### src/rtl/sds_pkg.sv
package sds_pkg;

    typedef enum logic [2:0] {
        CMD_NOP  = 3'd0,
        CMD_ACT  = 3'd1,
        CMD_RD   = 3'd2,
        CMD_WR   = 3'd3,
        CMD_PRE  = 3'd4,
        CMD_RACT = 3'd5
    } cmd_e;

    typedef enum logic [1:0] {
        SLOT_IDLE    = 2'd0,
        SLOT_ACCESS  = 2'd1,
        SLOT_REFRESH = 2'd2
    } slot_kind_e;

endpackage

### src/rtl/sds_slot_timer.sv
// Fixed slot rotation and refresh period counter.
module sds_slot_timer #(
    parameter int NT         = 4,
    parameter int SLOT_LEN   = 4,
    parameter int REF_PERIOD = 256
) (
    input  logic                          clk,
    input  logic                          rst_n,
    output logic [$clog2(NT)-1:0]         thr_o,
    output logic [$clog2(SLOT_LEN)-1:0]   nxt_phase_o,
    output logic [$clog2(NT)-1:0]         nxt_thr_o,
    output logic                          wrap_o
);
    localparam int TW   = $clog2(NT);
    localparam int PW   = $clog2(SLOT_LEN);
    localparam int PERW = $clog2(REF_PERIOD);

    typedef struct packed {
        logic [PW-1:0]   phase;
        logic [TW-1:0]   thr;
        logic [PERW-1:0] per;
    } tmr_t;

    tmr_t t_d, t_q;

    always_comb begin
        t_d = t_q;
        if (t_q.phase == PW'(SLOT_LEN - 1)) begin
            t_d.phase = '0;
            t_d.thr   = (t_q.thr == TW'(NT - 1)) ? '0 : t_q.thr + TW'(1);
        end else begin
            t_d.phase = t_q.phase + PW'(1);
        end
        t_d.per = (t_q.per == PERW'(REF_PERIOD - 1)) ? '0 : t_q.per + PERW'(1);
    end

    always_ff @(posedge clk) begin
        if (!rst_n) begin
            t_q.phase <= PW'(SLOT_LEN - 1);
            t_q.thr   <= TW'(NT - 1);
            t_q.per   <= '0;
        end else begin
            t_q <= t_d;
        end
    end

    assign thr_o       = t_q.thr;
    assign nxt_phase_o = t_d.phase;
    assign nxt_thr_o   = t_d.thr;
    assign wrap_o      = (t_q.per == PERW'(REF_PERIOD - 1));
endmodule

### src/rtl/sds_thread_port.sv
// One outstanding request per thread, latched until its completion.
module sds_thread_port #(
    parameter int ROW_W = 8
) (
    input  logic             clk,
    input  logic             rst_n,
    input  logic             req_i,
    input  logic             we_i,
    input  logic [ROW_W-1:0] row_i,
    input  logic             clear_i,
    output logic             pending_o,
    output logic             we_o,
    output logic [ROW_W-1:0] row_o
);
    typedef struct packed {
        logic             pend;
        logic             we;
        logic [ROW_W-1:0] row;
    } port_t;

    port_t p_d, p_q;

    always_comb begin
        p_d = p_q;
        if (clear_i) begin
            p_d.pend = 1'b0;
        end else if (!p_q.pend && req_i) begin
            p_d.pend = 1'b1;
            p_d.we   = we_i;
            p_d.row  = row_i;
        end
    end

    always_ff @(posedge clk) begin
        if (!rst_n) p_q <= '0;
        else        p_q <= p_d;
    end

    assign pending_o = p_q.pend;
    assign we_o      = p_q.we;
    assign row_o     = p_q.row;
endmodule

### src/rtl/sds_refresh_bank.sv
// Per-bank refresh row pointer, period quota and deadline flag.
module sds_refresh_bank #(
    parameter int ROW_W    = 8,
    parameter int REF_ROWS = 4
) (
    input  logic             clk,
    input  logic             rst_n,
    input  logic             fire_i,
    input  logic             wrap_i,
    output logic             need_o,
    output logic [ROW_W-1:0] row_o,
    output logic             err_o
);
    localparam int CW = $clog2(REF_ROWS + 1);

    typedef struct packed {
        logic [ROW_W-1:0] row;
        logic [CW-1:0]    cnt;
        logic             err;
    } rb_t;

    rb_t r_d, r_q;
    logic [CW-1:0] cnt_nx;

    always_comb begin
        r_d    = r_q;
        cnt_nx = r_q.cnt;
        if (fire_i) begin
            cnt_nx  = r_q.cnt + CW'(1);
            r_d.row = r_q.row + ROW_W'(1);
        end
        if (wrap_i) begin
            if (cnt_nx < CW'(REF_ROWS)) r_d.err = 1'b1;
            r_d.cnt = '0;
        end else begin
            r_d.cnt = cnt_nx;
        end
    end

    always_ff @(posedge clk) begin
        if (!rst_n) r_q <= '0;
        else        r_q <= r_d;
    end

    assign need_o = (r_q.cnt < CW'(REF_ROWS));
    assign row_o  = r_q.row;
    assign err_o  = r_q.err;
endmodule

### src/rtl/slot_dram_sched.sv
// Top: fixed-slot, bank-private DRAM command scheduler.
module slot_dram_sched #(
    parameter int NT         = 4,
    parameter int ROW_W      = 8,
    parameter int SLOT_LEN   = 4,   // at least 4: act, column, precharge, done
    parameter int REF_PERIOD = 256,
    parameter int REF_ROWS   = 4
) (
    input  logic                   clk,
    input  logic                   rst_n,
    input  logic [NT-1:0]          req_i,
    input  logic [NT-1:0]          we_i,
    input  logic [NT*ROW_W-1:0]    row_i,
    output logic [2:0]             cmd_o,
    output logic [$clog2(NT)-1:0]  cmd_bank_o,
    output logic [ROW_W-1:0]       cmd_row_o,
    output logic [NT-1:0]          done_o,
    output logic [NT-1:0]          ref_err_o
);
    import sds_pkg::*;

    localparam int TW      = $clog2(NT);
    localparam int PW      = $clog2(SLOT_LEN);
    localparam int DONE_PH = 3;

    typedef struct packed {
        slot_kind_e       kind;
        logic [2:0]       cmd;
        logic [TW-1:0]    bank;
        logic [ROW_W-1:0] row;
        logic [NT-1:0]    done;
    } seq_t;

    seq_t s_d, s_q;

    logic [TW-1:0]    slot_thr;
    logic [TW-1:0]    nxt_thr;
    logic [PW-1:0]    nxt_phase;
    logic             per_wrap;
    logic [NT-1:0]    pend, pwe, need, fire, clear, rerr;
    logic [ROW_W-1:0] prow [NT];
    logic [ROW_W-1:0] rrow [NT];

    sds_slot_timer #(
        .NT(NT), .SLOT_LEN(SLOT_LEN), .REF_PERIOD(REF_PERIOD)
    ) u_timer (
        .clk(clk), .rst_n(rst_n), .thr_o(slot_thr),
        .nxt_phase_o(nxt_phase), .nxt_thr_o(nxt_thr), .wrap_o(per_wrap)
    );

    for (genvar t = 0; t < NT; t++) begin : g_thr
        sds_thread_port #(.ROW_W(ROW_W)) u_port (
            .clk(clk), .rst_n(rst_n),
            .req_i(req_i[t]), .we_i(we_i[t]), .row_i(row_i[t*ROW_W +: ROW_W]),
            .clear_i(clear[t]),
            .pending_o(pend[t]), .we_o(pwe[t]), .row_o(prow[t])
        );
        sds_refresh_bank #(.ROW_W(ROW_W), .REF_ROWS(REF_ROWS)) u_ref (
            .clk(clk), .rst_n(rst_n),
            .fire_i(fire[t]), .wrap_i(per_wrap),
            .need_o(need[t]), .row_o(rrow[t]), .err_o(rerr[t])
        );
    end

    always_comb begin
        s_d      = s_q;
        s_d.cmd  = CMD_NOP;
        s_d.bank = '0;
        s_d.row  = '0;
        s_d.done = '0;
        fire     = '0;
        clear    = '0;
        // slot-start decision: a waiting request beats refresh
        if (nxt_phase == '0) begin
            if (pend[nxt_thr]) begin
                s_d.kind = SLOT_ACCESS;
            end else if (need[nxt_thr]) begin
                s_d.kind      = SLOT_REFRESH;
                fire[nxt_thr] = 1'b1;
            end else begin
                s_d.kind = SLOT_IDLE;
            end
        end
        if (s_d.kind == SLOT_ACCESS) begin
            if (nxt_phase == '0) begin
                s_d.cmd  = CMD_ACT;
                s_d.bank = nxt_thr;
                s_d.row  = prow[nxt_thr];
            end else if (nxt_phase == PW'(1)) begin
                s_d.cmd  = pwe[nxt_thr] ? CMD_WR : CMD_RD;
                s_d.bank = nxt_thr;
                s_d.row  = prow[nxt_thr];
            end else if (nxt_phase == PW'(2)) begin
                s_d.cmd  = CMD_PRE;
                s_d.bank = nxt_thr;
            end else if (nxt_phase == PW'(DONE_PH)) begin
                s_d.done[slot_thr] = 1'b1;
                clear[slot_thr]    = 1'b1;
            end
        end else if (s_d.kind == SLOT_REFRESH) begin
            if (nxt_phase == '0) begin
                s_d.cmd  = CMD_RACT;
                s_d.bank = nxt_thr;
                s_d.row  = rrow[nxt_thr];
            end else if (nxt_phase == PW'(2)) begin
                s_d.cmd  = CMD_PRE;
                s_d.bank = nxt_thr;
            end
        end
    end

    always_ff @(posedge clk) begin
        if (!rst_n) begin
            s_q      <= '0;
            s_q.kind <= SLOT_IDLE;
        end else begin
            s_q <= s_d;
        end
    end

    assign cmd_o      = s_q.cmd;
    assign cmd_bank_o = s_q.bank;
    assign cmd_row_o  = s_q.row;
    assign done_o     = s_q.done;
    assign ref_err_o  = rerr;
endmodule

### config.mk
export PLATFORM = sky130hd
export DESIGN_NAME = slot_dram_sched
export DESIGN_NICKNAME = d
export VERILOG_FILES = /design/src/rtl/sds_pkg.sv /design/src/rtl/sds_slot_timer.sv /design/src/rtl/sds_thread_port.sv /design/src/rtl/sds_refresh_bank.sv /design/src/rtl/slot_dram_sched.sv
export SDC_FILE = /design/constraint.sdc
export NUM_CORES = 1
export LEC_CHECK = 0
export ABC_AREA = 1
export BUFFER_PORTS_ARGS = -buffer_cell sky130_fd_sc_hd__buf_2
export CAP_MARGIN = 20
export CORE_ASPECT_RATIO = 1.1
export CORE_MARGIN = 4
export CORE_UTILIZATION = 55
export DETAILED_ROUTE_END_ITERATION = 10
export PLACE_DENSITY = 0.86
export SLEW_MARGIN = 20
export SYNTH_ARGS = -nofsm -noshare
export SYNTH_HDL_FRONTEND = slang
export SYNTH_HIERARCHICAL = 1
export SYNTH_SLANG_ARGS = --single-unit
### constraint.sdc
create_clock -name clk -period 6.6 [get_ports clk]
set_input_delay 0 -clock clk [delete_from_list [all_inputs] [get_ports clk]]
set_output_delay 0 -clock clk [all_outputs]
set_load 0.05 [all_outputs]
== Word level (Yosys, flattened, before mapping) ==
Index checks and enable logic that the tools add are counted.

* Logic and storage cells: 137
* Register bits after elaboration: 119
* Output and inout port bits: 21
* Input port bits: 42

* Reduce and logical (&&, ||, !) cells: 24
* Bitwise operators: 6
* Add/sub/neg operators: 11
* Order comparisons: 13
* Muxes and demuxes: 43
* Equal/unequal tests: 8

{| class="wikitable"
|+ Operator list
! kind !! count
|-
| $mux 8 || 6
|-
| $add 8x1->8 const B || 5
|-
| $mux 13 || 3
|-
| $bmux 8 s2 || 2
|-
| $mux 4 || 8
|-
| $lt 3x3->1 const B || 8
|-
| $reduce_and 2->1 || 8
|-
| $mux 5 || 3
|-
| $add 3x1->3 const B || 4
|-
| $mux 2 || 6
|-
| $mux 3 || 4
|-
| $eq 2x2->1 const B || 5
|-
| $reduce_or 2->1 || 5
|-
| $eq 8x8->1 const B || 1
|-
| $bmux 1 s2 || 3
|-
| $logic_and 1x1->1 || 6
|-
| $lt 2x3->1 const B || 2
|-
| $mux 1 || 6
|-
| $not 1->1 || 5
|-
| $add 2x1->2 const B || 2
|-
| $demux 1 s2 || 2
|-
| $eq 2x1->1 const B || 2
|-
| $ge 2x1->1 const B || 2
|-
| $logic_not 1->1 || 4
|-
| 3 further kinds || 3
|}

== Logic depth before layout (Yosys ltp) ==
* Depth in word-level cells: 13
* Mapped depth: 19

== Cells and area by module ==
Netlist, hierarchy kept.

{| class="wikitable"
|+ By module, submodules not included
! module !! instances !! seq. area each (um^2) !! area an instance (um^2) !! cells an instance
|-
| sds_refresh_bank || 4 || 240.2 || 638.1 || 83
|-
| sds_thread_port || 4 || 200.2 || 425.4 || 61
|-
| slot_dram_sched || 1 || 380.4 || 1477.7 || 242
|-
| sds_slot_timer || 1 || 240.2 || 528.0 || 71
|}

== Worst setup path before layout ==
No wires, ideal clock.

* Path kind: register to register
* Start: register u_timer.t_q, in the netlist u_timer/thr_o[0]
* End: register g_thr[2].u_ref.r_q, in the netlist g_thr[2].u_ref/row_o[7]
* Library setup time: 0.115 ns
* Clock period less this slack: 2.263 ns
* Buffers on the path: 3
* Arrival: 2.148 ns
* Path slack: 4.337 ns
* Data required time: 6.485 ns
* Cell stages (with the launch flop): 19
* Path through: dfxtp_1 -> ha_1 -> nand2_1 -> nand2_1 -> buf_4 -> inv_2 -> nor2_4 -> nand2_1 -> nand2_1 -> nor2_2 -> nand2_2 -> buf_6 -> nor3_1 -> buf_6 -> nand2_4 -> nor2_8 -> nand3_1 -> nand2_1 -> nor2_1

* Longest elaborated chain between the ends: 10
* Elaborated cells between the ends (all ways): 16
* Those cells by class: 1 x add/sub; 2 x order compare; 1 x eq/ne; 11 x mux; 1 x reduce/logical

{| class="wikitable"
|+ Ends and longest elaborated chain
! element !! RTL line !! text
|-
| from (decl) || sds_slot_timer.sv:24 || <nowiki>tmr_t t_d, t_q;</nowiki>
|-
| from (signal assigned) || sds_slot_timer.sv:43 || <nowiki>t_q <= t_d;</nowiki>
|-
| $add 2x1->2 / $eq 2x2->1 (equally long branches) || sds_slot_timer.sv:30 || <nowiki>t_d.thr = (t_q.thr == TW'(NT - 1)) ? '0 : t_q.thr + TW'(1);</nowiki>
|-
| $mux 2 * || sds_slot_timer.sv:30 ||
|-
| $mux 2 * || sds_slot_timer.sv:28 || <nowiki>if (t_q.phase == PW'(SLOT_LEN - 1)) begin</nowiki>
|-
| via nxt_thr[1] || slot_dram_sched.sv:37 || <nowiki>logic [TW-1:0] nxt_thr;</nowiki>
|-
| $lt 2x3->1 (not written as such) / $ge 2x1->1 (equally long branches) || slot_dram_sched.sv:79 || <nowiki>fire[nxt_thr] = 1'b1;</nowiki>
|-
| $logic_and 1x1->1 (not written as such) || slot_dram_sched.sv:79 ||
|-
| $mux 1 (not written as such) || slot_dram_sched.sv:79 ||
|-
| $demux 1 s2 || slot_dram_sched.sv:79 ||
|-
| $mux 4 || slot_dram_sched.sv:77 || <nowiki>end else if (need[nxt_thr]) begin</nowiki>
|-
| $mux 4 * || slot_dram_sched.sv:75 || <nowiki>if (pend[nxt_thr]) begin</nowiki>
|-
| $mux 4 * || slot_dram_sched.sv:74 || <nowiki>if (nxt_phase == '0) begin</nowiki>
|-
| via fire[2] || slot_dram_sched.sv:40 || <nowiki>logic [NT-1:0] pend, pwe, need, fire, clear, rerr;</nowiki>
|-
| to (signal assigned) || sds_refresh_bank.sv:42 || <nowiki>else r_q <= r_d;</nowiki>
|-
| to (decl) || sds_refresh_bank.sv:22 || <nowiki>rb_t r_d, r_q;</nowiki>
|}

Mark *: on every way through the listed nets, which the timed path passes. The rest lies on a longest branch. The select of a mux whose other input is x is not followed.
A chain may end at the register's enable or synchronous reset.

== Worst setup path after layout ==
* Start: register u_timer/t_q[10] in the netlist's numbering
* End: register g_thr[3].u_ref.r_q, in the netlist g_thr[3].u_ref/row_o[5]

* Longest elaborated chain between the ends: 9
* Elaborated cells between the ends (all ways): 17
* Those cells by class: 1 x add/sub; 2 x order compare; 1 x eq/ne; 11 x mux; 2 x reduce/logical

{| class="wikitable"
|+ Ends and longest elaborated chain
! element !! RTL line
|-
| $eq 2x2->1 * || sds_slot_timer.sv:28
|-
| $mux 2 * || sds_slot_timer.sv:28
|-
| via nxt_thr[0] || slot_dram_sched.sv:37
|-
| $lt 2x3->1 (not written as such) / $ge 2x1->1 (equally long branches) || slot_dram_sched.sv:79
|-
| $logic_and 1x1->1 (not written as such) || slot_dram_sched.sv:79
|-
| $mux 1 (not written as such) || slot_dram_sched.sv:79
|-
| $demux 1 s2 || slot_dram_sched.sv:79
|-
| $mux 4 || slot_dram_sched.sv:77
|-
| $mux 4 * || slot_dram_sched.sv:75
|-
| $mux 4 * || slot_dram_sched.sv:74
|-
| via fire[3] || slot_dram_sched.sv:40
|-
| to (signal assigned) || sds_refresh_bank.sv:42
|-
| to (decl) || sds_refresh_bank.sv:22
|}

Marked as above.

==> impl_metrics.yaml <==
power_and_ir_drop:
  p_per_area_nw_per_um2: 302
  power_leakage_uw: 0.00350
  ir_drop_mv: 0.180
status:
  status: "finished clean"
final_layout:
  area_growth_pct: 15.1
  drive_above_1_share: 0.173
  fill_cells: 869
  antennaDiodeCount: 0
  nets: 988
detailed_routing:
  top_layer: "met4"
  ant_nets: 0
  wirelength_microns: 14900
  vias: 5648
  via_per_inst: 5.16
  drt_iter0_drc: 459
  wl_met1_microns: 5960
  drcViolationCount: 0
  wl_per_cell_microns: 13.6
  wl_met2_microns: 7050
  drtPass1Iterations: 7
  wl_met3_microns: 1130
clock_tree:
  insertion_delay_ns: 0.41
  cts_tree: "yes"
  cts.sinks: 119
  cts_htree_levels: 4
  numCtsBuffers: 17
  root_buffer: "clkbuf_16"
  clockBufferDepth: 2
  cts_resized: 0
  path_clk_slew_ns: 0.06
floorplan:
  die_h_microns: 120
  die_w_microns: 110
  ios: 63
  die_area_sq_um: 13200
  start_util: 0.569
  num_rows: 40
  core_sq_um: 11000
synthesis:
  synth.yosys.seq_area_share: 0.381
  synth_nets: 942
  synth_top_area_cell: "dfxtp_1"
  synth.most_common_cell: "nand2_1"
  synth_edf_count: 0
  synth-main-ff-cell: "dfxtp_1"
  synth_top_cells_by_count: "246 x nand2_1, 169 x nor2_1, 119 x dfxtp_1, 76 x inv_1, 57 x buf_4"
  synth.area.top_cells: "dfxtp_1 38%, nand2_1 15%, nor2_1 10%"
  yosysTopAreaCellShare: 0.381
  syn-cell-area_sq_um: 6260
  syn_inst: 889
  yosys_register_bits: 119
  async_reset_ff_frac: 0
  synthDistinctLibCells: 32
  ys_warn_count: 6
  postSynthAreaPerCell_sq_um: 7.04
sta:
  finalSetupViolCount: 0
  tightestPinTransition_ns: 0.795
  fin_crit_sh: 0.506
  fmax_ghz: 0.299
  setup_tns_ns: 0
  layout_min_cycle_time_ns: 3.34
  fin_worst_skew_ns: 0.00670
  hold_violations: 0
  rsz0062_at_grt: "no"
  slew_violations: 0
  fin_ws_ns: 3.26
  relSlewSlack: 0.468
global_routing:
  overflow: 0
  antenna_found_initial: 0
  grt_first_pass_wirelength_microns: 24900
  grt_pass1_vias: 5411
  grt_usage: 0.239
  grt_start_max_net_pins: 55
setup_path:
  cp_slowest_cell: "nor2_1"
  cp_top_family: "simple AND/OR/NAND/NOR gates"
  crit_path_frequent_cell: "nand2_1"
  crit_arrival_ns: 3.64
  cp_slowest_stage_delay_ns: 0.66
  cp-start-kind: "register"
  crit_path_end_kind: "register"
  path_cells: "ha_1 -> inv_1 -> nand2_1 -> nand2_1 -> nand2_1 -> inv_2 -> nand2_1 -> nand3_1 -> nand2_2 -> nor2_1 -> nand2_4 -> nor2_8 -> nand3_1 -> nand2_1 -> nor2_1"
  worst-path-max-fanout: 17
  path_buf_inv: 2
  required_ns: 6.90
  criticalPathCategory: "reg -> reg"
flow_run:
  drv_cap: 0
hold_path:
  min_path_type: "in -> reg"
placed_design:
  pre_cts_slack_ns: 3.43
  routabilityCongestion: 0.894
  io_buffer_count: 62
  dpl.hpwl_microns: 9040
## cell type report
cell class,count,area (sq um),share of cell area
multi-input cells,600,2930,0.407
flip-flops and latches,119,2380,0.331
clock buffers,19,453,0.0629
repair buffers,104,726,0.101
inverters,93,359,0.0499
well taps,147,184,0.0255
clock inverters,13,170,0.0236
## layout by cell type (no fill, tap or decap), drive strengths merged
cell type    count
xor2             1
inv             95
a22oi           10
clkbuf          19
nand4            8
xnor2            1
dfxtp          119
o211a            4
nand2          260
bufinv           3
or2              9
clkinvlp         3
nor2           186
nor3             5
nor4             1
o21ai           18
a21oi           45
dlygate4sd3     40
ha              11
nand3           41
buf             64
clkinv           5
## per-stage QoR
step	cell area (sq um)	total power (uW)	util	hold slack, ns	cells
after detailed placement	6180	1190	0.561	0.230	1023
final	7200	2170	0.654	0.0853	1095
after floorplan	6260	1150	-	0.0689	889
after CTS	7200	2170	0.654	0.0480	1095
after global routing	7200	2260	0.654	0.0924	1095
after global placement	6180	1180	0.561	0.222	1023
## sequential cells by signal, indices dropped and copies added (netlist names)
register	count
s_q	2
u_timer/thr_o	2
g_thr.u_ref/r_q	12
cmd_bank_o	2
g_thr.u_ref/err_o	4
cmd_o	3
g_thr.u_port/row_o	32
g_thr.u_port/we_o	4
done_o	4
g_thr.u_port/pending_o	4
cmd_row_o	8
u_timer/t_q	10
g_thr.u_ref/row_o	32
## power by group
group / switching [uW] / total (uW) / internal (uW)
Combinational: 286 / 409 / 123
Clock: 343 / 960 / 617
Sequential: 36.5 / 805 / 769
## routing by layer
layer  vias to the layer above  track usage
met5                         -            0
met3                        71       0.0570
met2                       274        0.378
li1                       2795            -
met4                         0        0.140
met1                      2508        0.293
## worst reg2reg max path, stage by stage (launching register included)
cell     delay, ns
dfxtp_1       0.32
ha_1          0.26
inv_1         0.11
nand2_1       0.08
nand2_1       0.42
nand2_1       0.21
inv_2         0.27
nand2_1       0.09
nand3_1       0.10
nand2_2       0.21
nor2_1        0.67
nand2_4       0.14
nor2_8        0.15
nand3_1       0.08
nand2_1       0.08
nor2_1        0.05
## cells by family after synthesis
group	Yosys count	synth area share
AO/OA/AOI/OAI	77	0.0736
XOR/XNOR	2	0.00280
adder cells (fa/ha/maj)	11	0.0220
buffers and inverters	170	0.152
flip-flops	119	0.381
AND/OR/NAND/NOR	510	0.370
## repair_timing
item / 4_1_cts / 5_1_grt
endpoints found under the hold margin: 40 / 0
hold buffers: 40 / 0
buffers inserted: 0 / 0
## path summary, 6_finish.rpt
kind / startpoint / endpoint / slack, ns / cells after the start
worst min register to register: g_thr[0].u_ref/err_o$_SDFFE_PN0P_ / g_thr[0].u_ref/err_o$_SDFFE_PN0P_ / 0.44 / 2
worst min-delay path: rst_n / u_timer/t_q[11]$_SDFF_PN1_ / 0.09 / 2
worst max register to register: u_timer/t_q[10]$_SDFF_PN1_ / g_thr[3].u_ref/row_o[5]$_SDFFE_PN0P_ / 3.26 / 15
worst max-delay path: u_timer/t_q[10]$_SDFF_PN1_ / g_thr[3].u_ref/row_o[5]$_SDFFE_PN0P_ / 3.26 / 15
Note: power is estimated with default switching activity, not from simulation.
